**src/rtl/swm_pkg.sv**
```systemverilog
// Shared types of the serial wire-mode controller.
package swm_pkg;
    typedef enum logic [1:0] {
        MODE_OFF   = 2'b00,
        MODE_3WIRE = 2'b01,
        MODE_2WIRE = 2'b10,
        MODE_2WSTR = 2'b11
    } swm_mode_e;

    localparam int unsigned FLAG_START = 0;
    localparam int unsigned FLAG_OVF   = 1;
    localparam int unsigned NUM_FLAGS  = 2;
endpackage

```
**src/rtl/swm_sync.sv**
```systemverilog
// Multi-stage synchronizer for asynchronous pad inputs.
// Assumes: inputs may change at any time; reset value is the idle level.
module swm_sync #(
    parameter int unsigned W       = 2,
    parameter int unsigned STAGES  = 2,
    parameter logic [W-1:0] RST_VAL = '1
) (
    input  logic         clk,
    input  logic         rst_n,
    input  logic [W-1:0] d_i,
    output logic [W-1:0] q_o
);
    logic [W-1:0] stage [STAGES];

    generate
        for (genvar s = 0; s < STAGES; s++) begin : g_stage
            // Shift the input one stage further toward the core.
            always_ff @(posedge clk) begin
                if (!rst_n)      stage[s] <= RST_VAL;
                else if (s == 0) stage[s] <= d_i;
                else             stage[s] <= stage[(s == 0) ? 0 : s - 1];
            end
        end
    endgenerate

    assign q_o = stage[STAGES-1];
endmodule

```
**src/rtl/swm_detect.sv**
```systemverilog
// Start-condition detector and clock-edge counter.
// Assumes: sda_i/scl_i are already synchronized and idle high after reset.
module swm_detect #(
    parameter int unsigned CNT_W = 4
) (
    input  logic clk,
    input  logic rst_n,
    input  logic det_en_i,
    input  logic sda_i,
    input  logic scl_i,
    output logic start_o,
    output logic ovf_o
);
    localparam logic [CNT_W-1:0] CNT_MAX = '1;

    logic             sda_q, scl_q;
    logic [CNT_W-1:0] cnt;
    logic             scl_edge;

    // Remember the previous synchronized line levels.
    always_ff @(posedge clk) begin
        if (!rst_n) begin
            sda_q <= 1'b1;
            scl_q <= 1'b1;
        end else begin
            sda_q <= sda_i;
            scl_q <= scl_i;
        end
    end

    assign scl_edge = scl_i ^ scl_q;

    // Count every clock-line change, in every mode.
    always_ff @(posedge clk) begin
        if (!rst_n)        cnt <= '0;
        else if (scl_edge) cnt <= cnt + CNT_W'(1);
    end

    assign start_o = det_en_i && sda_q && !sda_i && scl_i;
    assign ovf_o   = scl_edge && (cnt == CNT_MAX);
endmodule

```
**src/rtl/swm_flags.sv**
```systemverilog
// Sticky event flags with clear-wins priority and gated interrupt requests.
// Assumes: set and clear strobes are single-cycle and synchronous.
module swm_flags #(
    parameter int unsigned N = 2
) (
    input  logic         clk,
    input  logic         rst_n,
    input  logic [N-1:0] set_i,
    input  logic [N-1:0] clr_i,
    input  logic [N-1:0] ie_i,
    input  logic         gie_i,
    output logic [N-1:0] flag_o,
    output logic [N-1:0] irq_o
);
    generate
        for (genvar f = 0; f < N; f++) begin : g_flag
            // Hold the flag; a clear overrides a set on the same edge.
            always_ff @(posedge clk) begin
                if (!rst_n)        flag_o[f] <= 1'b0;
                else if (clr_i[f]) flag_o[f] <= 1'b0;
                else if (set_i[f]) flag_o[f] <= 1'b1;
            end
            assign irq_o[f] = gie_i && ie_i[f] && flag_o[f];
        end
    endgenerate
endmodule

```
**src/rtl/swm_padmux.sv**
```systemverilog
// Mode-dependent pin driver mapping (purely combinational).
// Assumes: two-wire pins are open drain, so only a low level is ever driven.
module swm_padmux
    import swm_pkg::*;
(
    input  swm_mode_e mode_i,
    input  logic      sr_msb_i,
    input  logic      do_port_i,
    input  logic      do_dir_i,
    input  logic      sda_port_i,
    input  logic      sda_dir_i,
    input  logic      scl_port_i,
    input  logic      scl_dir_i,
    input  logic      hold_i,
    output logic      do_oe_o,
    output logic      do_out_o,
    output logic      do_pu_o,
    output logic      sda_oe_o,
    output logic      sda_out_o,
    output logic      sda_pu_o,
    output logic      scl_oe_o,
    output logic      scl_out_o,
    output logic      scl_pu_o
);
    // Select pin behaviour per mode; plain port behaviour is the default.
    always_comb begin
        do_oe_o   = do_dir_i;
        do_out_o  = do_port_i;
        do_pu_o   = !do_dir_i && do_port_i;
        sda_oe_o  = sda_dir_i;
        sda_out_o = sda_port_i;
        sda_pu_o  = !sda_dir_i && sda_port_i;
        scl_oe_o  = scl_dir_i;
        scl_out_o = scl_port_i;
        scl_pu_o  = !scl_dir_i && scl_port_i;
        unique case (mode_i)
            MODE_3WIRE: do_out_o = sr_msb_i;
            MODE_2WIRE, MODE_2WSTR: begin
                sda_out_o = 1'b0;
                sda_oe_o  = sda_dir_i && (!sr_msb_i || !sda_port_i);
                sda_pu_o  = 1'b0;
                scl_out_o = 1'b0;
                scl_oe_o  = scl_dir_i && (!scl_port_i || hold_i);
                scl_pu_o  = 1'b0;
            end
            default: ;
        endcase
    end
endmodule

```
**src/rtl/swm_ctrl.sv**
```systemverilog
// Serial wire-mode controller top: synchronizes pads, detects start and
// counter overflow, keeps flags/interrupts and maps pins per mode.
// Assumes: pad inputs asynchronous, all other inputs synchronous to clk.
module swm_ctrl
    import swm_pkg::*;
#(
    parameter int unsigned SYNC_STAGES = 2,
    parameter int unsigned CNT_W       = 4
) (
    input  logic       clk,
    input  logic       rst_n,
    input  logic [1:0] mode_i,
    input  logic       sr_msb_i,
    input  logic       do_port_i,
    input  logic       do_dir_i,
    input  logic       sda_port_i,
    input  logic       sda_dir_i,
    input  logic       scl_port_i,
    input  logic       scl_dir_i,
    input  logic       sda_pad_i,
    input  logic       scl_pad_i,
    input  logic       start_clr_i,
    input  logic       ovf_clr_i,
    input  logic       start_ie_i,
    input  logic       ovf_ie_i,
    input  logic       gie_i,
    output logic       do_oe_o,
    output logic       do_out_o,
    output logic       do_pu_o,
    output logic       sda_oe_o,
    output logic       sda_out_o,
    output logic       sda_pu_o,
    output logic       scl_oe_o,
    output logic       scl_out_o,
    output logic       scl_pu_o,
    output logic       start_irq_o,
    output logic       ovf_irq_o
);
    swm_mode_e              mode;
    logic [1:0]             pad_s;
    logic                   start_pulse, ovf_pulse;
    logic [NUM_FLAGS-1:0]   set_v, clr_v, ie_v, flag_v, irq_v;
    logic                   start_flag, ovf_flag, hold;

    assign mode = swm_mode_e'(mode_i);

    swm_sync #(.W(2), .STAGES(SYNC_STAGES), .RST_VAL(2'b11)) u_sync (
        .clk(clk), .rst_n(rst_n),
        .d_i({scl_pad_i, sda_pad_i}), .q_o(pad_s)
    );

    swm_detect #(.CNT_W(CNT_W)) u_det (
        .clk(clk), .rst_n(rst_n),
        .det_en_i(mode != MODE_OFF),
        .sda_i(pad_s[0]), .scl_i(pad_s[1]),
        .start_o(start_pulse), .ovf_o(ovf_pulse)
    );

    assign set_v[FLAG_START] = start_pulse;
    assign set_v[FLAG_OVF]   = ovf_pulse;
    assign clr_v[FLAG_START] = start_clr_i;
    assign clr_v[FLAG_OVF]   = ovf_clr_i;
    assign ie_v[FLAG_START]  = start_ie_i;
    assign ie_v[FLAG_OVF]    = ovf_ie_i;

    swm_flags #(.N(NUM_FLAGS)) u_flags (
        .clk(clk), .rst_n(rst_n),
        .set_i(set_v), .clr_i(clr_v), .ie_i(ie_v), .gie_i(gie_i),
        .flag_o(flag_v), .irq_o(irq_v)
    );

    assign start_flag  = flag_v[FLAG_START];
    assign ovf_flag    = flag_v[FLAG_OVF];
    assign start_irq_o = irq_v[FLAG_START];
    assign ovf_irq_o   = irq_v[FLAG_OVF];
    assign hold        = start_flag || (mode == MODE_2WSTR && ovf_flag);

    swm_padmux u_pad (
        .mode_i(mode), .sr_msb_i(sr_msb_i),
        .do_port_i(do_port_i), .do_dir_i(do_dir_i),
        .sda_port_i(sda_port_i), .sda_dir_i(sda_dir_i),
        .scl_port_i(scl_port_i), .scl_dir_i(scl_dir_i),
        .hold_i(hold),
        .do_oe_o(do_oe_o), .do_out_o(do_out_o), .do_pu_o(do_pu_o),
        .sda_oe_o(sda_oe_o), .sda_out_o(sda_out_o), .sda_pu_o(sda_pu_o),
        .scl_oe_o(scl_oe_o), .scl_out_o(scl_out_o), .scl_pu_o(scl_pu_o)
    );
endmodule

```
**config.mk**
```make
export PLATFORM = sky130hd
export DESIGN_NAME = swm_ctrl
export DESIGN_NICKNAME = d
export VERILOG_FILES = /design/src/rtl/swm_pkg.sv /design/src/rtl/swm_sync.sv /design/src/rtl/swm_detect.sv /design/src/rtl/swm_flags.sv /design/src/rtl/swm_padmux.sv /design/src/rtl/swm_ctrl.sv
export SDC_FILE = /design/constraint.sdc
export NUM_CORES = 1
export LEC_CHECK = 0
export ABC_AREA = 1
export CAP_MARGIN = 10
export CORE_UTILIZATION = 37
export DETAILED_ROUTE_END_ITERATION = 7
export PLACE_DENSITY = 0.84
export RECOVER_POWER = 100
export SLEW_MARGIN = 20
export SYNTH_ARGS = -nofsm -noshare
export SYNTH_HDL_FRONTEND = slang
export SYNTH_SLANG_ARGS = --single-unit
```
**constraint.sdc**
```tcl
create_clock -name clk -period 1.2 [get_ports clk]
set_clock_uncertainty 0.2 [all_clocks]
set_input_delay 0.36 -clock clk [delete_from_list [all_inputs] [get_ports clk]]
set_output_delay 0.36 -clock clk [all_outputs]
set_load 0.03 [all_outputs]
```
# == Yosys cells after proc, flatten, opt, wreduce, memory -nomap -nowiden ==
# Memory sizes are Yosys's and may differ from the RTL's.
# Cells that the tools add are included.
# totals
reg_bits,8
mem_bits_rw,4
input_bits,18
output_inout_bits,11
elab_cells,54
n_memories,1
# classes
n_addsub,1
n_eq_ne,4
n_mux,11
n_bitwise,4
reduce_logical,28
# memory_table
name,words,word_bits,rd,rd_clocked_by_memory_dff,wr,line_no,text
u_sync.stage,2,2,2,0,2,swm_sync.sv:13,logic [W-1:0] stage [STAGES];
# ops
operator,n
1-bit logical AND,14
1-bit 2-to-1 mux,9
1-bit logical NOT,7
2-bit OR reduction,3
"4-bit by 1-bit adder with 4-bit output, second input constant",1
"2-bit equality test, second input constant",2
"4-bit equality test, second input constant",1
2-bit 2-to-1 mux,2
1-bit logical OR,3
"2-bit by 1-bit equality test with 1-bit output, second input constant",1
1-bit bitwise OR,2
2-bit nonzero test,1
1-bit inverter,1
1-bit XOR,1

# == Longest topological paths before layout ==
# depth
ltp_word,6
mapped_depth,6
mapped_depth_nobuf,6

# == By module ==
# A second synthesis with hierarchy kept.
# unflattened
hier_cells,93
hier_area_um2,583.1
# by_module_without_submodules
mod,n_inst,cells_per_inst,area_each_um2,seq_area_each_um2
swm_detect,1,41,277.8,120.1
swm_sync,1,12,110.1,80.1
swm_flags,1,15,88.8,40.0
swm_padmux,1,21,87.6,0.0
swm_ctrl,1,4,18.8,0.0

# == Worst setup path after synthesis ==
# OpenSTA, ideal clock, no wires.
# synth_timing
path_kind,in2out
start,input port scl_port_i
end,output port scl_oe_o
arrival_ns,1.172
t_required_ns,0.640
path_slack_ns,-0.532
stages,3
cell_sequence,inv_1 > nor3_1 > a21boi_0
# synth_between
elab_chain_len,4
# synth_rtl
item,line_no,text
"start, declared",swm_ctrl.sv:18,"input logic scl_port_i,"
1-bit logical NOT,swm_padmux.sv:43,scl_oe_o = scl_dir_i && (!scl_port_i || hold_i);
1-bit logical OR,swm_padmux.sv:43,
1-bit logical AND,swm_padmux.sv:43,
1-bit 2-to-1 mux,swm_padmux.sv:36,unique case (mode_i)
"end, declared",swm_ctrl.sv:33,"output logic scl_oe_o,"
# No other way between the ends.

# == Final worst setup path ==
# layout_timing
start,register u_flags.flag_o[1]
end,output port scl_oe_o
# layout_between
elab_chain_len,5
# layout_rtl
item,line_no,text
"start, declared",swm_flags.sv:12,"output logic [N-1:0] flag_o,"
"start signal, assigned by index",swm_flags.sv:19,if (!rst_n) flag_o[f] <= 1'b0;
"start signal, assigned by index",swm_flags.sv:20,else if (clr_i[f]) flag_o[f] <= 1'b0;
"start signal, assigned by index",swm_flags.sv:21,else if (set_i[f]) flag_o[f] <= 1'b1;
1-bit logical AND,swm_ctrl.sv:76,assign hold = start_flag || (mode == MODE_2WSTR && ovf_flag);
1-bit logical OR,swm_ctrl.sv:76,
1-bit logical OR,swm_padmux.sv:43,
1-bit logical AND,swm_padmux.sv:43,
1-bit 2-to-1 mux,swm_padmux.sv:36,
# No other way between the ends.

==> impl_metrics.json <==
{
  "status": "finished, violations left",
  "violations": "setup timing",
  "max-cap-violations": 0,
  "synthDominantCellAreaShare_pct": 42.8,
  "antennaDiodeCount": 0,
  "cts.hold.buffers_added": 0,
  "min_from": "u_sync.stage[0][1]$_SDFF_PN1_",
  "fin_crit_sh_pct": 134,
  "worstPathMaxFanout": 2,
  "yosys_register_bits": 12,
  "worst_setup_path_end_kind": "output port",
  "finish.instance_area_sq_um": 1250,
  "grt_max_degree": 8,
  "cts_tree": "yes",
  "ctsLongestPathBuffers": 2,
  "crit_family": "flip-flops",
  "critPathSlowestCell": "dfxtp_2",
  "ys_dominant_reg_cell": "dfxtp_1",
  "rows": 13,
  "die_w_um": 41.0,
  "slew_violations": 0,
  "hold_viol": 0,
  "place_area_sq_um": 996,
  "overflow": 0,
  "drive_above_1_share_pct": 64.5,
  "wire_per_inst_um": 23.7,
  "cellLeakagePower_uw": 0.000539,
  "nets": 144,
  "n_fill_cell": 49,
  "die-area_sq_um": 1680,
  "setup_ws_ns": -0.409,
  "mostFrequentLayoutCell": "buf_6",
  "yosysTopAreaCell": "dfxtp_1",
  "avgViaCountPerCell": 5.96,
  "rsz0062_at_grt": "yes",
  "power_density_nw_per_um2": 863,
  "htree_levels": 1,
  "clkTransAtPathRegs_ns": 0.09,
  "avgSynthCellArea_sq_um": 7.02,
  "numCtsBuffers": 3,
  "synth_cell_type_count": 19,
  "r2r_start": "u_sync.stage[1][1]$_SDFF_PN1_",
  "synth_nets": 99,
  "critPathBufInv": 1,
  "worstSkewPairLatency_ns": 0.30,
  "synthCells": 80,
  "drc": 0,
  "crit_arrival_ns": 1.05,
  "path_class": "reg2out",
  "grt_pass1_vias": 751,
  "ff2ff_path_depth": 5,
  "final_cell_mix": "buf_6 (22), nand2_1 (10), nand2_2 (6), buf_8 (6), dfxtp_1 (6)",
  "synth_area_sq_um": 562,
  "required_ns": 0.64,
  "drt_iter0_markers": 61,
  "drtAntennaViolNets": 0,
  "synth_enable_flop_cells": 0,
  "place_hpwl_um": 1230,
  "async_reset_ff_share_pct": 0,
  "hold_depth": 1,
  "ios": 29,
  "vdd_drop_max_uv": 813,
  "whs_endpoint": "u_sync.stage[1][1]$_SDFF_PN1_",
  "slew_headroom_pct": 83.5,
  "area_growth_syn_to_layout_pct": 122,
  "setup_violations": 16,
  "worst_slew_pin_slew_ns": 0.247,
  "clkSinkCount": 12,
  "routed_wl_um": 3300,
  "antenna_found_initial": 0,
  "io_buffer_count": 28,
  "ys_seq_area_share_pct": 42.8,
  "r2r_setup_slack_ns": -0.15,
  "grt_pass1_wl_um": 3600,
  "fin_setup_tns_ns": -3.24,
  "design.core.area_sq_um": 1350,
  "period_minus_slack_ns": 1.61,
  "slowest_delay_ns": 0.37,
  "vias": 829,
  "min_path_type": "reg2reg",
  "critPathLaunchType": "flip-flop",
  "path_cells": "nand2_1 > a21boi_2 > buf_6",
  "grt_use_total_pct": 35.0,
  "ys_warn_count": 0,
  "cts_root_buffer": "clkbuf_4",
  "timing.rr.end": "u_det.cnt[3]$_SDFFE_PN0P_",
  "die_y_um": 41.0,
  "dr.pass1.iters": 6,
  "synthTopCellsByArea": "dfxtp_1 (43%), nand2_1 (11%), nor2_1 (8.0%), inv_1 (7.3%), or2_2 (5.6%)",
  "start_util_pct": 41.6,
  "timing.fmax_mhz": 622,
  "gp_congestion": 0.778
}
per-layer routing:
layer  GRT usage, %  routed length (um)
met2           56.6                1730
met3           16.3                 257
met5              0                   0
met1           32.4                1150
met4           30.8                 161
how the worst max path moves through the flow:
stage,start,end,slack (ns),cells after the start
after floorplan,sda_port_i,sda_oe_o,-0.14,3
after global placement,mode_i[1],sda_oe_o,-1.21,5
after detailed placement,mode_i[1],sda_oe_o,-1.26,5
after CTS,u_flags.flag_o[1]$_SDFFE_PP0P_,ovf_irq_o,-0.37,4
after global routing,u_flags.flag_o[1]$_SDFFE_PP0P_,ovf_irq_o,-0.45,4
final,u_flags.flag_o[1]$_SDFFE_PP0P_,scl_oe_o,-0.41,3
area by class of cell:
class | count | area (sq um) | area share (%)
Timing Repair Buffer | 40 | 439 | 35.1
Multi-Input combinational cell | 54 | 427 | 34.1
Sequential cell | 12 | 255 | 20.4
Inverter | 13 | 68.8 | 5.51
Clock buffer | 4 | 36.3 | 2.90
Tap cell | 15 | 18.8 | 1.50
Timing Repair inverter | 1 | 5.00 | 0.400
logic make-up after synthesis:
family,share of synthesized area (%)
and+or+nand+nor,35.0
buffers and inverters,10.0
DFF,42.8
AOI/OAI and AO/OA,10.0
adders and majority gates,2.23
power breakdown:
group          total (uW)  switching [uW]  internal, uW
registers             419            12.0           407
logic                 314             161           153
clock network         347             161           185
registers in the layout (all words and copies together), names as in the netlist:
register        cells
u_flags.flag_o      2
u_det.cnt           4
u_sync.stage        4
u_det.scl_q         1
u_det.sda_q         1
repair_timing:
| item | CTS | global route |
|---|---|---|
| pin swaps | 11 | 10 |
| cloned | 1 | 0 |
| endpoints found under the setup margin | 18 | 14 |
| setup buffers | 2 | 0 |
| gates resized for setup | 98 | 31 |
per-stage QoR:
step	hold slack (ns)	instances	setup WS [ns]	util, %	total power, uW
finish	0.242	139	-0.409	92.6	1080
global route	0.260	139	-0.449	92.6	1110
CTS	0.224	139	-0.373	86.3	1030
detailed placement	0.206	132	-1.26	73.8	658
global placement	0.196	132	-1.21	73.8	652
floorplan	0.193	80	-0.140	-	530
cells in the mapped netlist (2+ instances only):
cell     number
a21oi_1       6
dfxtp_1      12
inv_1        11
inv_2         2
nand2_1      16
nand2_2       2
nand3_1       2
nor2_1       12
nor3_1        3
or2_2         5
No activity file was read; power rests on OpenSTA's default activity.
